$ cat src/rtl/cfu_pkg.sv
package cfu_pkg;
  typedef enum logic [1:0] {
    CFG_LO_LIM = 2'd0,
    CFG_HI_LIM = 2'd1,
    CFG_MASK   = 2'd2,
    CFG_NONE   = 2'd3
  } cfg_sel_e;

  typedef enum logic [2:0] {
    RK_RESULT = 3'd0,
    RK_UV     = 3'd1,
    RK_OV     = 3'd2,
    RK_THERM  = 3'd3,
    RK_MASK   = 3'd4,
    RK_NONE   = 3'd5
  } rd_kind_e;
endpackage

$ cat src/rtl/cfu_cfg_regs.sv
module cfu_cfg_regs #(
  parameter int NUM_CELLS = 12,
  parameter int CODE_W    = 12,
  parameter int REG_W     = 16
) (
  input  logic                 clk,
  input  logic                 rst,
  input  logic                 cfg_we,
  input  logic [1:0]           cfg_sel,
  input  logic [REG_W-1:0]     cfg_wdata,
  output logic [CODE_W-1:0]    lo_lim_q,
  output logic [CODE_W-1:0]    hi_lim_q,
  output logic [NUM_CELLS-1:0] mask_q,
  output logic [NUM_CELLS-1:0] mask_nxt
);
  import cfu_pkg::*;

  logic [REG_W-1:0] unused_hi;
  assign unused_hi = cfg_wdata;

  // next mask value goes to the flag bank so masking and clearing share an edge
  always_comb begin
    mask_nxt = mask_q;
    if (cfg_we && cfg_sel_e'(cfg_sel) == CFG_MASK)
      mask_nxt = cfg_wdata[NUM_CELLS-1:0];
  end

  always_ff @(posedge clk) begin
    if (rst) begin
      lo_lim_q <= '0;
      hi_lim_q <= '1;
      mask_q   <= '0;
    end else begin
      mask_q <= mask_nxt;
      if (cfg_we && cfg_sel_e'(cfg_sel) == CFG_LO_LIM) lo_lim_q <= cfg_wdata[CODE_W-1:0];
      if (cfg_we && cfg_sel_e'(cfg_sel) == CFG_HI_LIM) hi_lim_q <= cfg_wdata[CODE_W-1:0];
    end
  end
endmodule

$ cat src/rtl/cfu_flag_bank.sv
module cfu_flag_bank #(
  parameter int NUM_CELLS = 12,
  parameter int CODE_W    = 12,
  localparam int IDX_W    = $clog2(NUM_CELLS)
) (
  input  logic                 clk,
  input  logic                 rst,
  input  logic                 wr_en,
  input  logic [IDX_W-1:0]     wr_idx,
  input  logic [CODE_W-1:0]    wr_data,
  input  logic [CODE_W-1:0]    lo_lim,
  input  logic [CODE_W-1:0]    hi_lim,
  input  logic [NUM_CELLS-1:0] mask_nxt,
  output logic [NUM_CELLS-1:0] uv_q,
  output logic [NUM_CELLS-1:0] ov_q,
  output logic                 irq_q
);
  logic [NUM_CELLS-1:0] hit;
  logic [NUM_CELLS-1:0] uv_d;
  logic [NUM_CELLS-1:0] ov_d;
  logic                 below;
  logic                 above;

  assign below = wr_data < lo_lim;
  assign above = wr_data > hi_lim;

  for (genvar i = 0; i < NUM_CELLS; i++) begin : g_cell
    assign hit[i]  = wr_en && (wr_idx == IDX_W'(i));
    assign uv_d[i] = mask_nxt[i] ? 1'b0 : (hit[i] ? below : uv_q[i]);
    assign ov_d[i] = mask_nxt[i] ? 1'b0 : (hit[i] ? above : ov_q[i]);
  end

  always_ff @(posedge clk) begin
    if (rst) begin
      uv_q  <= '0;
      ov_q  <= '0;
      irq_q <= 1'b0;
    end else begin
      uv_q  <= uv_d;
      ov_q  <= ov_d;
      irq_q <= |(uv_d | ov_d);
    end
  end
endmodule

$ cat src/rtl/cfu_result_store.sv
module cfu_result_store #(
  parameter int NUM_CELLS = 12,
  parameter int CODE_W    = 12,
  localparam int IDX_W    = $clog2(NUM_CELLS),
  localparam int DEPTH    = 2 ** IDX_W
) (
  input  logic              clk,
  input  logic              rst,
  input  logic              wr_en,
  input  logic [IDX_W-1:0]  wr_idx,
  input  logic [CODE_W-1:0] wr_data,
  input  logic              conv_start,
  input  logic              conv_done,
  input  logic              rd_en,
  input  logic [IDX_W-1:0]  rd_idx,
  output logic [CODE_W-1:0] rd_q,
  output logic [DEPTH-1:0]  valid_q,
  output logic              busy_q
);
  logic [CODE_W-1:0] mem [DEPTH];

  // plain RAM: no reset on contents, registered read
  always_ff @(posedge clk) begin
    if (wr_en) mem[wr_idx] <= wr_data;
    if (rd_en) rd_q <= mem[rd_idx];
  end

  for (genvar i = 0; i < DEPTH; i++) begin : g_valid
    always_ff @(posedge clk) begin
      if (rst) valid_q[i] <= 1'b0;
      else if (wr_en && wr_idx == IDX_W'(i)) valid_q[i] <= 1'b1;
    end
  end

  always_ff @(posedge clk) begin
    if (rst)             busy_q <= 1'b0;
    else if (conv_start) busy_q <= 1'b1;
    else if (conv_done)  busy_q <= 1'b0;
  end
endmodule

$ cat src/rtl/cell_fault_unit.sv
module cell_fault_unit #(
  parameter int NUM_CELLS = 12,
  parameter int CODE_W    = 12,
  parameter int REG_W     = 16
) (
  input  logic                            clk,
  input  logic                            rst,
  input  logic                            cfg_we,
  input  logic [1:0]                      cfg_sel,
  input  logic [REG_W-1:0]                cfg_wdata,
  input  logic                            conv_start,
  input  logic                            conv_done,
  input  logic                            res_valid,
  input  logic [$clog2(NUM_CELLS)-1:0]    res_idx,
  input  logic [CODE_W-1:0]               res_data,
  input  logic                            therm_evt,
  input  logic                            rd_en,
  input  logic [$clog2(NUM_CELLS+4)-1:0]  rd_addr,
  output logic                            rd_valid_o,
  output logic [REG_W-1:0]                rd_data_o,
  output logic                            irq_o
);
  import cfu_pkg::*;

  localparam int IDX_W   = $clog2(NUM_CELLS);
  localparam int ADDR_W  = $clog2(NUM_CELLS + 4);
  localparam int DEPTH   = 2 ** IDX_W;
  localparam int A_UV    = NUM_CELLS;
  localparam int A_OV    = NUM_CELLS + 1;
  localparam int A_THERM = NUM_CELLS + 2;
  localparam int A_MASK  = NUM_CELLS + 3;

  logic [CODE_W-1:0]    lo_lim, hi_lim;
  logic [NUM_CELLS-1:0] mask_q, mask_nxt;
  logic [NUM_CELLS-1:0] uv_flags, ov_flags;
  logic                 irq_q;
  logic                 res_ok;
  logic [CODE_W-1:0]    ram_q;
  logic [DEPTH-1:0]     cell_valid;
  logic                 busy_q;
  logic                 therm_q;
  rd_kind_e             rd_kind;

  assign res_ok = res_valid && (int'(res_idx) < NUM_CELLS);

  cfu_cfg_regs #(.NUM_CELLS(NUM_CELLS), .CODE_W(CODE_W), .REG_W(REG_W)) u_cfg (
    .clk(clk), .rst(rst), .cfg_we(cfg_we), .cfg_sel(cfg_sel), .cfg_wdata(cfg_wdata),
    .lo_lim_q(lo_lim), .hi_lim_q(hi_lim), .mask_q(mask_q), .mask_nxt(mask_nxt)
  );

  cfu_flag_bank #(.NUM_CELLS(NUM_CELLS), .CODE_W(CODE_W)) u_flags (
    .clk(clk), .rst(rst), .wr_en(res_ok), .wr_idx(res_idx), .wr_data(res_data),
    .lo_lim(lo_lim), .hi_lim(hi_lim), .mask_nxt(mask_nxt),
    .uv_q(uv_flags), .ov_q(ov_flags), .irq_q(irq_q)
  );

  cfu_result_store #(.NUM_CELLS(NUM_CELLS), .CODE_W(CODE_W)) u_store (
    .clk(clk), .rst(rst), .wr_en(res_ok), .wr_idx(res_idx), .wr_data(res_data),
    .conv_start(conv_start), .conv_done(conv_done),
    .rd_en(rd_en), .rd_idx(rd_addr[IDX_W-1:0]),
    .rd_q(ram_q), .valid_q(cell_valid), .busy_q(busy_q)
  );

  // address decode
  always_comb begin
    if (int'(rd_addr) < NUM_CELLS)   rd_kind = RK_RESULT;
    else if (int'(rd_addr) == A_UV)    rd_kind = RK_UV;
    else if (int'(rd_addr) == A_OV)    rd_kind = RK_OV;
    else if (int'(rd_addr) == A_THERM) rd_kind = RK_THERM;
    else if (int'(rd_addr) == A_MASK)  rd_kind = RK_MASK;
    else                               rd_kind = RK_NONE;
  end

  // sticky thermal status, set beats read-clear
  always_ff @(posedge clk) begin
    if (rst) therm_q <= 1'b0;
    else     therm_q <= therm_evt | (therm_q & ~(rd_en && rd_kind == RK_THERM));
  end

  // read stage 1: snapshot alongside the RAM read
  logic                 s1_vld;
  rd_kind_e             s1_kind;
  logic                 s1_busy, s1_cv, s1_therm;
  logic [NUM_CELLS-1:0] s1_uv, s1_ov, s1_mask;

  always_ff @(posedge clk) begin
    if (rst) begin
      s1_vld   <= 1'b0;
      s1_kind  <= RK_NONE;
      s1_busy  <= 1'b0;
      s1_cv    <= 1'b0;
      s1_therm <= 1'b0;
      s1_uv    <= '0;
      s1_ov    <= '0;
      s1_mask  <= '0;
    end else begin
      s1_vld <= rd_en;
      if (rd_en) begin
        s1_kind  <= rd_kind;
        s1_busy  <= busy_q;
        s1_cv    <= cell_valid[rd_addr[IDX_W-1:0]];
        s1_therm <= therm_q;
        s1_uv    <= uv_flags;
        s1_ov    <= ov_flags;
        s1_mask  <= mask_q;
      end
    end
  end

  // read stage 2: registered output mux
  logic [REG_W-1:0] rd_d;
  always_comb begin
    rd_d = '0;
    unique case (s1_kind)
      RK_RESULT: rd_d[CODE_W-1:0] = s1_busy ? {CODE_W{1'b1}} : (s1_cv ? ram_q : '0);
      RK_UV:     rd_d[NUM_CELLS-1:0] = s1_uv;
      RK_OV:     rd_d[NUM_CELLS-1:0] = s1_ov;
      RK_THERM:  rd_d[0] = s1_therm;
      RK_MASK:   rd_d[NUM_CELLS-1:0] = s1_mask;
      default:   rd_d = '0;
    endcase
  end

  always_ff @(posedge clk) begin
    if (rst) begin
      rd_valid_o <= 1'b0;
      rd_data_o  <= '0;
    end else begin
      rd_valid_o <= s1_vld;
      if (s1_vld) rd_data_o <= rd_d;
    end
  end

  assign irq_o = irq_q;

  logic [ADDR_W-1:0] unused_addr;
  assign unused_addr = rd_addr;
endmodule

$ cat config.mk
export PLATFORM = sky130hd
export DESIGN_NAME = cell_fault_unit
export DESIGN_NICKNAME = d
export VERILOG_FILES = /design/src/rtl/cfu_pkg.sv /design/src/rtl/cfu_cfg_regs.sv /design/src/rtl/cfu_flag_bank.sv /design/src/rtl/cfu_result_store.sv /design/src/rtl/cell_fault_unit.sv
export SDC_FILE = /design/constraint.sdc
export NUM_CORES = 1
export LEC_CHECK = 0
export BUFFER_PORTS_ARGS = -buffer_cell sky130_fd_sc_hd__buf_2
export CELL_PAD_IN_SITES_DETAIL_PLACEMENT = 0
export CELL_PAD_IN_SITES_GLOBAL_PLACEMENT = 1
export CORE_MARGIN = 1
export CORE_UTILIZATION = 51
export DETAILED_ROUTE_END_ITERATION = 12
export PLACE_DENSITY = 0.77
export SLEW_MARGIN = 5
export SYNTH_ARGS = -nofsm -noshare
export SYNTH_HDL_FRONTEND = slang
export SYNTH_SLANG_ARGS = --single-unit
$ cat constraint.sdc
create_clock -name clk -period 3.5 [get_ports clk]
set_clock_uncertainty 0.2 [all_clocks]
set_input_delay 0.175 -clock clk [delete_from_list [all_inputs] [get_ports clk]]
set_output_delay 0.175 -clock clk [all_outputs]
set_load 0.02 [all_outputs]
### Word level (Yosys, flattened, before mapping)

Memories as Yosys holds them, arrays and structs flattened. A register that Yosys moved wholly into a read port is not among the register bits.
Index checks and enable logic that the tools add are counted.

* register bits after elaboration: 135
* bits in latches: 0
* bits in writable memories: 192
* ROM bits: 0
* memories: 1

* $add $sub $neg: 0
* $mul: 0
* div/mod/pow operators: 0
* magnitude comparators: 5
* equal/unequal tests: 26
* shift-type cells: 0
* multiplexer cells: 64
* bitwise gates (word level): 4
* reductions and logical operators: 26

Memory list
* u_store.mem: depth 16, bits a word 12, rd ports 1, clocked after memory_dff 1, wr ports 1, line cfu_result_store.sv:20 `logic [CODE_W-1:0] mem [DEPTH];`

Operator list (count)
* $mux 1: 54
* $pmux 11 s4: 1
* $mux 12: 3
* $eq 4x4->1 const B: 8
* $eq 4x3->1 const B: 6
* $logic_and 1x1->1: 21
* $eq 4x2->1 const B: 3
* $gt 12x12->1: 1
* $lt 12x12->1: 1
* $mux 3: 4
* $or 12x12->12: 1
* $reduce_or 12->1: 1
* $eq 3x2->1 const B: 3
* $eq 4x1->1 const B: 2
* $lt 4x4->1 const B: 2
* $lt 4x5->1 const B: 1
* $pmux 1 s5: 1
* $bmux 1 s4: 1
* $logic_not 4->1: 1
* $eq 3x1->1 const B: 1
* $eq 3x3->1 const B: 1
* $logic_not 3->1: 1
* $eq 2x1->1 const B: 1
* $eq 2x2->1 const B: 1
* other kinds (5): 5

### Logic depth before layout (Yosys ltp)

Gate-level depths: netlist of the first run.

* depth in word-level cells: 11
* depth in mapped cells: 11

### By module

A second synthesis of the first run with hierarchy kept.

* cell total of the unflattened synthesis: 1063
* area total of the unflattened synthesis: 14455.1 um^2

Modules (own cells, without submodules)
* cfu_result_store: instances 1, cells each 386, area each 8271.7 um^2, seq. area each 6466.2 um^2
* cell_fault_unit: instances 1, cells each 277, area each 2625.0 um^2, seq. area each 1141.1 um^2
* cfu_flag_bank: instances 1, cells each 240, area each 1901.8 um^2, seq. area each 500.5 um^2
* cfu_cfg_regs: instances 1, cells each 160, area each 1656.6 um^2, seq. area each 720.7 um^2

### Worst setup path before layout of the first run

No wires, ideal clock.

* path kind: input to register
* from: in res_idx[1]
* to: reg u_flags.irq_q
* library setup time: 0.125 ns
* arrival: 2.549 ns
* setup slack: 0.626 ns
* cell stages on the path: 6
* path through: nand3_1 nor3_1 a21oi_1 a2111oi_4 nand4b_1 o41a_1

* cells in the longest elaborated chain, start to end: 7
* elaborated cells between the ends (all ways): 76
* classes of those cells: order compare (1); eq/ne (11); mux (48); bitwise (1); reduce/logical (15)

RTL lines
* from (decl): line cell_fault_unit.sv:14 `input logic [$clog2(NUM_CELLS)-1:0] res_idx,`
* $lt 4x4->1: line cell_fault_unit.sv:44 `assign res_ok = res_valid && (int'(res_idx) < NUM_CELLS);`
* $logic_and 1x1->1: line cell_fault_unit.sv:44
* $logic_and 1x1->1 *: line cfu_flag_bank.sv:28 `assign hit[i] = wr_en && (wr_idx == IDX_W'(i));`
* named net u_flags.hit[3]: line cfu_flag_bank.sv:18 `logic [NUM_CELLS-1:0] hit;`
* $mux 1 (on tied branches) (2 in series): line cfu_flag_bank.sv:29, cfu_flag_bank.sv:30
* $or 12x12->12 *: line cfu_flag_bank.sv:41 `irq_q <= |(uv_d | ov_d);`
* $reduce_or 12->1 *: line cfu_flag_bank.sv:41
* to (signal assigned): line cfu_flag_bank.sv:41
* to (decl): line cfu_flag_bank.sv:16 `output logic irq_q`

The timed path passes the listed nets; every way through them passes the cells marked *.
A chain may end at the register's enable or synchronous reset.

### Final worst setup path of the first run

* from: in res_data[8]
* to: reg u_flags.irq_q

* cells in the longest elaborated chain, start to end: 5
* elaborated cells between the ends (all ways): 52
* classes of those cells: order compare (2); mux (48); bitwise (1); reduce/logical (1)

RTL lines
* from (decl): line cell_fault_unit.sv:15 `input logic [CODE_W-1:0] res_data,`
* $lt 12x12->1 / $gt 12x12->1 (equally long branches): line cfu_flag_bank.sv:24, cfu_flag_bank.sv:25
* $mux 1 (on tied branches) (2 in series): line cfu_flag_bank.sv:29, cfu_flag_bank.sv:30
* $or 12x12->12 *: line cfu_flag_bank.sv:41
* $reduce_or 12->1 *: line cfu_flag_bank.sv:41

Every way passes the cells marked *; elsewhere a longest branch is shown, timed or not.

==> flow_summary.ini, run 1 <==
[die]
start_util = 0.5212
rows = 59
coreArea_um2 = 26060
io_pins = 64
die_w_um = 165.2
die-area_um2 = 27280
dieHeight_um = 165.2

[clock_network]
cts.htree.levels = 2
ctsResizeCount = 0
clock_path_buffers = 3
cts_tree = yes
cts_buffers = 36
clk_pin_slew_ns = 0.06
cts_root_buf = clkbuf_16
insertion_delay_ns = 0.52
clock_sinks = 339

[min_path]
holdPathEnd = u_store.rd_q[2]
hold_path_class = in2reg
hold_depth = 1
hp-start = rd_en

[worst_setup_path]
crit_chain = dlygate4sd3_1 -> buf_2 -> ha_1 -> nand3_2 -> or4_4 -> o21ai_2 -> nand2_1 -> o221ai_1 -> and4_2 -> nand4_1 -> o41a_1
reg2reg_depth = 10
start_kind = input pin
critPathMaxFanout = 18
regToRegSetupSlack_ns = 0.52
timing.rr.start = u_cfg.hi_lim_q[7]
startpoint = res_data[8]
cp_data_arrival_time_ns = 3.30
reg2reg_to = u_flags.irq_q
cp.required_ns = 3.70
end_kind = flop
slowest_delay_ns = 0.56
path_class = in2reg
slowest_stage = or4_4

[power_and_ir_drop]
powerDensity_nw_per_um2 = 540.9
irDropWorstVdd_mv = 0.4933
power.leakage_nw = 5.972

[finish]
largest_reg_flops = 192
top_regs = u_store.mem (192), u_store.valid_q (16)
area_growth_pct = 17.41
final_util = 0.6119
final_cell_mix = edfxtp_1, nor2_1, dfxtp_1
fill_cells = 1998
final_nets = 1179
fin_area_um2 = 15950
drive_above_1_share = 0.1954
max_flop_register = u_store.mem
layout_commonest_cell = edfxtp_1
n_antenna_cell = 0

[grt]
grt_pass1_vias = 7874
grt_max_degree = 49
grt.total_usage = 0.2351
grt_first_pass_wirelength_um = 46620
overflow = 0
grt_antenna_before_repair = 0

[timing]
worst_pin_slew_ns = 0.8553
fin_ws_ns = 0.4007
fin_crit_sh = 0.8855
drv_slew = 0
timing.final.crit_period_ns = 3.099
finalHoldViolCount = 0
grt_setup_unrepaired = false
max_slew_margin = 0.4286
fin_tns_setup_ns = 0
max_freq_mhz = 322.7
setup_viol = 0

[synthesis]
synth_async_sr_flop_share = 0
postSynthCellCount = 959
ys_types = 58
ys_ff_latch = 339
synth_area_um2 = 13580
ys.flop_type = edfxtp_1
synth_seq_area_share = 0.6501
syn_avg_cell_area_um2 = 14.16
yosysWarnings = 0
synth-edff-count = 204

[placement]
place_area_um2 = 14500
port_buffers = 55
place_ws_ns = 0.4321
dp_hpwl_um = 19740
gp_congestion = 0.8102

[routing]
via_per_inst = 5.627
drt_iter0_drc = 699
drc = 0
ant_nets = 0
via_count = 8277
routedWlPerCell_um = 20.97
first_pass_iters = 5
routed_wl_um = 30840

[run_status]
status = complete, no violations

[flow_run]
maxCapViolCount = 0
## report_power, final
part | leakage (nW) | switching [mW] | internal, mW
Clock | 0.553 | 1.48 | 2.13
Combinational | 2.44 | 0.341 | 0.249
Sequential | 2.98 | 0.0511 | 4.37
Total | 5.97 | 1.87 | 6.75
## metrics by stage
step	cells	power [mW]	hold slack, ns
after global routing	1471	8.938	0.06189
after global placement	1374	5.053	0.1858
after floorplan	1010	4.851	0.07387
after CTS	1471	8.708	0.03553
after detailed placement	1374	5.065	0.1915
final	1471	8.625	0.04314
## logic make-up after synthesis
group	Yosys count	share of synthesized area
mux	119	0.1478
buf+inv	84	0.02626
simple gates	255	0.08578
fa+ha+maj	23	0.02119
flops	339	0.6501
xor+xnor	1	0.0006450
other cells	1	0.0002761
compound gates	137	0.06800
## routing by layer
layer	share of wire	global-route usage
met1	0.46	0.3465
met2	0.46	0.3633
met3	0.056	0.03322
met4	0.022	0.06922
met5	0	0
## critical path, delay by kind of cell
kind / cells / cell delay [ns]
adder cells (fa/ha/maj): 1 / 0.36
AO/OA/AOI/OAI: 3 / 0.81
buffers and inverters: 2 / 0.77
AND/OR/NAND/NOR: 5 / 1.18
## timing repair
action | 4_1_cts | 5_1_grt
hold buffers | 33 | 0
buffers inserted | 0 | 0
hold endpoints to repair | 274 | 0
## Yosys cell counts, types with 6 or more instances
master	n	area share
nor2_1	148	0.041
mux4_2	65	0.11
nand2_1	39	0.011
and2_1	6	0.0028
nor2b_1	23	0.011
ha_1	23	0.021
dfxtp_1	135	0.20
edfxtp_1	204	0.45
o21ai_0	15	0.0055
mux2i_1	52	0.038
a21oi_1	49	0.018
o211ai_1	18	0.010
clkbuf_1	39	0.011
a22oi_1	11	0.0061
o221ai_1	18	0.012
nor3_1	6	0.0022
inv_1	29	0.0080
## worst max path at each step
| stage | end | slack, ns |
|---|---|---|
| 4_1_cts | u_flags.irq_q | 0.41 |
| 3_5_place_dp | u_flags.irq_q | 0.43 |
| 5_1_grt | u_flags.irq_q | 0.26 |
| 3_3_place_gp | u_flags.irq_q | 0.47 |
| 2_1_floorplan | u_flags.irq_q | 0.63 |
| 6_report | u_flags.irq_q | 0.40 |
## layout make-up
| cell class | instances | area (µm²) | share of cell area |
|---|---|---|---|
| clock inverters | 15 | 127.6 | 0.008004 |
| repair buffers | 117 | 865.8 | 0.05430 |
| flip-flops and latches | 339 | 8828 | 0.5537 |
| clock buffers | 49 | 991.0 | 0.06215 |
| multi-input cells | 587 | 4604 | 0.2888 |
| well taps | 335 | 419.2 | 0.02629 |
| inverters | 29 | 108.9 | 0.006827 |
Note: power is estimated with default switching activity, not from simulation.
==> run 2, diff against run 1 <==
- CORE_UTILIZATION: 51 -> 55
- PLACE_DENSITY: 0.77 -> 0.82
- clock period: 3.5 -> 4 ns (I/O delays scaled with it)
==> run 2 against run 1 <==
Non-clock buffer count is 9 lower. Core utilization is 4.2 points higher. Clock power is 11% lower. Sequential cell count stayed put. Critical path type unchanged. Largest cell class unchanged. Critical path depth is the same.
==> flow_summary.ini, run 2 (synthesized netlist as in run 1, its figures left out) <==
[grt]
overflow = 0
grt.total_usage = 0.2429
grt_first_pass_wirelength_um = 46140
grt_antenna_before_repair = 0
grt_max_degree = 59
grt_pass1_vias = 7993

[routing]
routed_wl_um = 30080
ant_nets = 0
drt_iter0_drc = 779
routedWlPerCell_um = 20.73
first_pass_iters = 5
via_count = 8208
drc = 0
via_per_inst = 5.657

[finish]
area_growth_pct = 16.84
final_cell_mix = edfxtp_1, nor2_1, dfxtp_1
max_flop_register = u_store.mem
n_antenna_cell = 0
layout_commonest_cell = edfxtp_1
largest_reg_flops = 192
fin_area_um2 = 15870
top_regs = u_store.mem (192), u_store.valid_q (16)
drive_above_1_share = 0.1890
final_nets = 1170

[timing]
setup_viol = 0
finalHoldViolCount = 0
worst_pin_slew_ns = 0.8332
fin_crit_sh = 0.7751
max_freq_mhz = 322.5
fin_ws_ns = 0.8995
fin_tns_setup_ns = 0
max_slew_margin = 0.4446
grt_setup_unrepaired = false
timing.final.crit_period_ns = 3.100
drv_slew = 0

[flow_run]
maxCapViolCount = 0

[clock_network]
insertion_delay_ns = 0.51
cts_tree = yes
cts.htree.levels = 2
clk_pin_slew_ns = 0.06
cts_setup_buffers = 0
ctsResizeCount = 0
cts_root_buf = clkbuf_16
cts_buffers = 36
clock_path_buffers = 3
clock_sinks = 339

[worst_setup_path]
cp.required_ns = 4.20
start_kind = input pin
end_kind = flop
crit_family = simple AND/OR/NAND/NOR gates
critPathMaxFanout = 18
startpoint = res_data[8]
path_class = in2reg
worst-path-buf-inv = 2
slowest_stage = or4_4
cp_data_arrival_time_ns = 3.30
timing.rr.start = u_cfg.hi_lim_q[7]
crit_chain = dlygate4sd3_1 -> buf_2 -> ha_1 -> nand3_2 -> or4_4 -> o21ai_2 -> nand2_1 -> o221ai_1 -> and4_2 -> nand4_1 -> o41a_1
slowest_delay_ns = 0.56

[power_and_ir_drop]
p_sw_frac = 0.2130
intPower_mw = 5.988
irDropWorstVdd_mv = 0.3694
seqPwrFrac = 0.508
p_switching_mw = 1.621
powerDensity_nw_per_um2 = 479.5
power.leakage_nw = 5.927
comb_power_share = 0.067
clkPwrFrac = 0.425

[run_status]
status = complete, no violations

[die]
die-area_um2 = 25320
dieHeight_um = 159.1
die_w_um = 159.1
start_util = 0.5601
io_pins = 64
coreArea_um2 = 24250
rows = 57

[min_path]
hp-start = rd_addr[0]
hold_path_class = in2reg

[placement]
place_area_um2 = 14400
gp_congestion = 0.7963
place_ws_ns = 0.9490
dp_hpwl_um = 18910
port_buffers = 55
run 2: area by class of cell:
| class | count | area (µm²) |
|---|---|---|
| fillers | 1827 | 8381 |
| repair buffers | 108 | 770.7 |
| flip-flops and latches | 339 | 8828 |
| inverters | 29 | 108.9 |
| multi-input cells | 587 | 4602 |
| clock inverters | 13 | 143.9 |
| clock buffers | 51 | 1008 |
| well taps | 324 | 405.4 |
run 2: power groups by stage:
stage | Sequential, mW | Clock, mW | Combinational (mW)
final | 3.87 | 3.23 | 0.508
after CTS | 3.87 | 3.28 | 0.507
after global routing | 3.88 | 3.43 | 0.551
after global placement | 3.94 | 0 | 0.472
after floorplan | 3.92 | 0 | 0.321
after detailed placement | 3.94 | 0 | 0.479
run 2: repair_timing:
item                                   4_1_cts  5_1_grt
endpoints found under the hold margin      271        0
setup endpoints to repair                    0        0
hold buffers                                32        0
run 2: layer usage:
| layer | vias to the layer above | global-route usage | part of all wire |
|---|---|---|---|
| met4 | 0 | 0.06381 | 0.015 |
| li1 | 3833 | - | - |
| met1 | 4073 | 0.3604 | 0.46 |
| met2 | 260 | 0.3772 | 0.47 |
| met5 | - | 0 | 0 |
| met3 | 42 | 0.03829 | 0.057 |
run 2: path summary, 6_finish.rpt:
| kind | end | slack (ns) | depth (start not counted) |
|---|---|---|---|
| worst max-delay path | u_flags.irq_q | 0.90 | 11 |
| worst min-delay path | s1_kind[2] | 0.03 | 3 |
| worst max register to register | u_flags.irq_q | 1.08 | 10 |
| worst min register to register | u_store.valid_q[1] | 0.27 | 2 |
run 2: per-stage QoR:
stage          std cells    util  hold WS (ns)  power [mW]
2_1_floorplan       1010       -       0.09887       4.244
3_3_place_gp        1355  0.5937        0.2075       4.408
3_5_place_dp        1355  0.5937        0.2122       4.421
4_1_cts             1451  0.6544       0.03679       7.656
5_1_grt             1451  0.6544       0.07882       7.863
6_report            1451  0.6544       0.02687       7.608
run 2: worst reg2reg max path, delay by kind of cell (launching register included):
kind | cells | cell delay, ns
AO/OA/AOI/OAI | 3 | 0.78
adder cells (fa/ha/maj) | 1 | 0.30
buffers and inverters | 1 | 0.05
flip-flops | 1 | 0.31
AND/OR/NAND/NOR | 5 | 1.17
==> run 3, diff against run 2 <==
- CORE_UTILIZATION: 55 -> 46
- PLACE_DENSITY: 0.82 -> 0.73
- clock period: 4 -> 2.65 ns (I/O delays scaled with it)
==> run 3 against run 2 <==
The flow now finishes with violations (negative setup slack). Critical path depth decreased by 1. Die area increased by 19%. Global-route usage decreased by 1.7 points. Critical path type is now reg2reg.
==> flow_summary.ini, run 3 (synthesized netlist as in run 1, its figures left out) <==
[run_status]
status = complete, but fails checks
violations = negative setup slack

[placement]
place_ws_ns = -0.3062
dp_hpwl_um = 21870
placedCellCount = 1472
place_area_um2 = 14990
gp_congestion = 0.8281
port_buffers = 55

[routing]
drc = 0
via_count = 8535
ant_nets = 0
routed_wl_um = 33610
first_pass_iters = 5
routedWlPerCell_um = 21.30
drt_iter0_drc = 750
via_per_inst = 5.409

[grt]
grt_max_degree = 118
grt_pass1_vias = 8454
grt_antenna_before_repair = 3
grt_first_pass_wirelength_um = 50800
overflow = 0
grt.total_usage = 0.2260

[power_and_ir_drop]
p_total_mw = 11.49
power.leakage_nw = 6.250
intPower_mw = 8.915
comb_power_share = 0.079
clkPwrFrac = 0.412
p_sw_frac = 0.2240
powerDensity_nw_per_um2 = 687.9
irDropWorstVdd_mv = 0.4627
seqPwrFrac = 0.508
p_switching_mw = 2.574

[finish]
final-instance-count-excl-fill = 1578
largest_reg_flops = 192
top_regs = u_store.mem (192), u_store.valid_q (16)
multi_input_area_um2 = 4851
fin_area_um2 = 16700
final_nets = 1235
n_antenna_cell = 0
register_area_um2 = 8836
final_util = 0.5788
layout_commonest_cell = edfxtp_1
final_cell_mix = edfxtp_1, nor2_1, dfxtp_1
max_flop_register = u_store.mem
fill_cells = 2382
drive_above_1_share = 0.2638
area_growth_pct = 22.99

[clock_network]
cts.htree.levels = 2
clock_path_buffers = 3
cts_buffers = 37
clk_pin_slew_ns = 0.06
insertion_delay_ns = 0.51
cts_tree = yes
clock_sinks = 339
cts_root_buf = clkbuf_16

[worst_setup_path]
crit_chain = inv_2 -> ha_4 -> nand3_4 -> or4_4 -> o21ai_4 -> buf_6 -> nand2b_4 -> a2111oi_4 -> nand4b_1 -> o41a_1
critPathMaxFanout = 5
cp.required_ns = 2.84
worst-path-buf-inv = 2
slowest_delay_ns = 0.57
start_kind = flop
regToRegSetupSlack_ns = -0.15
reg2reg_depth = 10
path_class = reg2reg
cp_data_arrival_time_ns = 2.99
path_depth = 10
end_kind = flop
slowest_stage = or4_4
timing.rr.start = u_cfg.hi_lim_q[9]
crit_family = simple AND/OR/NAND/NOR gates
reg2reg_to = u_flags.irq_q

[min_path]
holdPathEnd = u_flags.uv_q[11]
hold_depth = 5
hp-start = res_valid
hold_path_class = in2reg

[timing]
grt_setup_unrepaired = true
max_freq_mhz = 357.1
fin_crit_sh = 1.057
finalHoldViolCount = 0
fin_tns_setup_ns = -0.1500
holdWs_ns = 0.02307
timing.final.crit_period_ns = 2.800
worst_pin_slew_ns = 0.8356
setup_viol = 1
max_slew_margin = 0.4423
fin_ws_ns = -0.1500
drv_slew = 0

[die]
rows = 62
io_pins = 64
die-area_um2 = 30210
die_w_um = 173.8
coreArea_um2 = 28860
dieHeight_um = 173.8
start_util = 0.4706

[flow_run]
maxCapViolCount = 0
==> run 3: cell type report <==
class                   count  share of cell area
clock buffers              54             0.06233
clock inverters            13            0.004345
inverters                  29            0.006517
multi-input cells         587              0.2904
flip-flops and latches    339              0.5290
well taps                 384             0.02877
repair buffers            172             0.07858
==> run 3: per-layer routing <==
metal	vias up	global-route usage	part of all wire
met4	2	0.07383	0.026
met3	57	0.03553	0.050
met5	-	0	0.00039
met1	4267	0.3216	0.46
li1	3966	-	-
met2	243	0.3558	0.46
==> run 3: timing repair <==
action                     4_1_cts  5_1_grt
resized for setup               17       30
cloned                           0        0
setup endpoints to repair        2        9
hold buffers                    32        0
hold endpoints to repair       235        0
pin swaps                        8       12
setup buffers                    3        4
==> run 3: how the worst max path moves through the flow <==
stage                 startpoint       endpoint
2_1_floorplan  u_cfg.hi_lim_q[3]  u_flags.irq_q
3_3_place_gp         res_data[0]  u_flags.irq_q
3_5_place_dp   u_cfg.hi_lim_q[2]  u_flags.irq_q
4_1_cts        u_cfg.hi_lim_q[1]  u_flags.irq_q
5_1_grt        u_cfg.hi_lim_q[9]  u_flags.irq_q
6_report       u_cfg.hi_lim_q[9]  u_flags.irq_q
==> run 3: worst min-delay path, delay by kind of cell <==
kind / cells / cell delay, ns
AOI/OAI and AO/OA: 1 / 0.06
buffers and inverters: 1 / 0.13
and+or+nand+nor: 3 / 0.36
==> run 3: power by group through the flow <==
stage	registers, mW	clock network (mW)	logic (mW)
2_1_floorplan	5.92	0	0.488
3_3_place_gp	5.94	0	0.815
3_5_place_dp	5.95	0	0.824
4_1_cts	5.84	4.82	0.879
5_1_grt	5.85	5.04	0.982
6_report	5.84	4.74	0.911
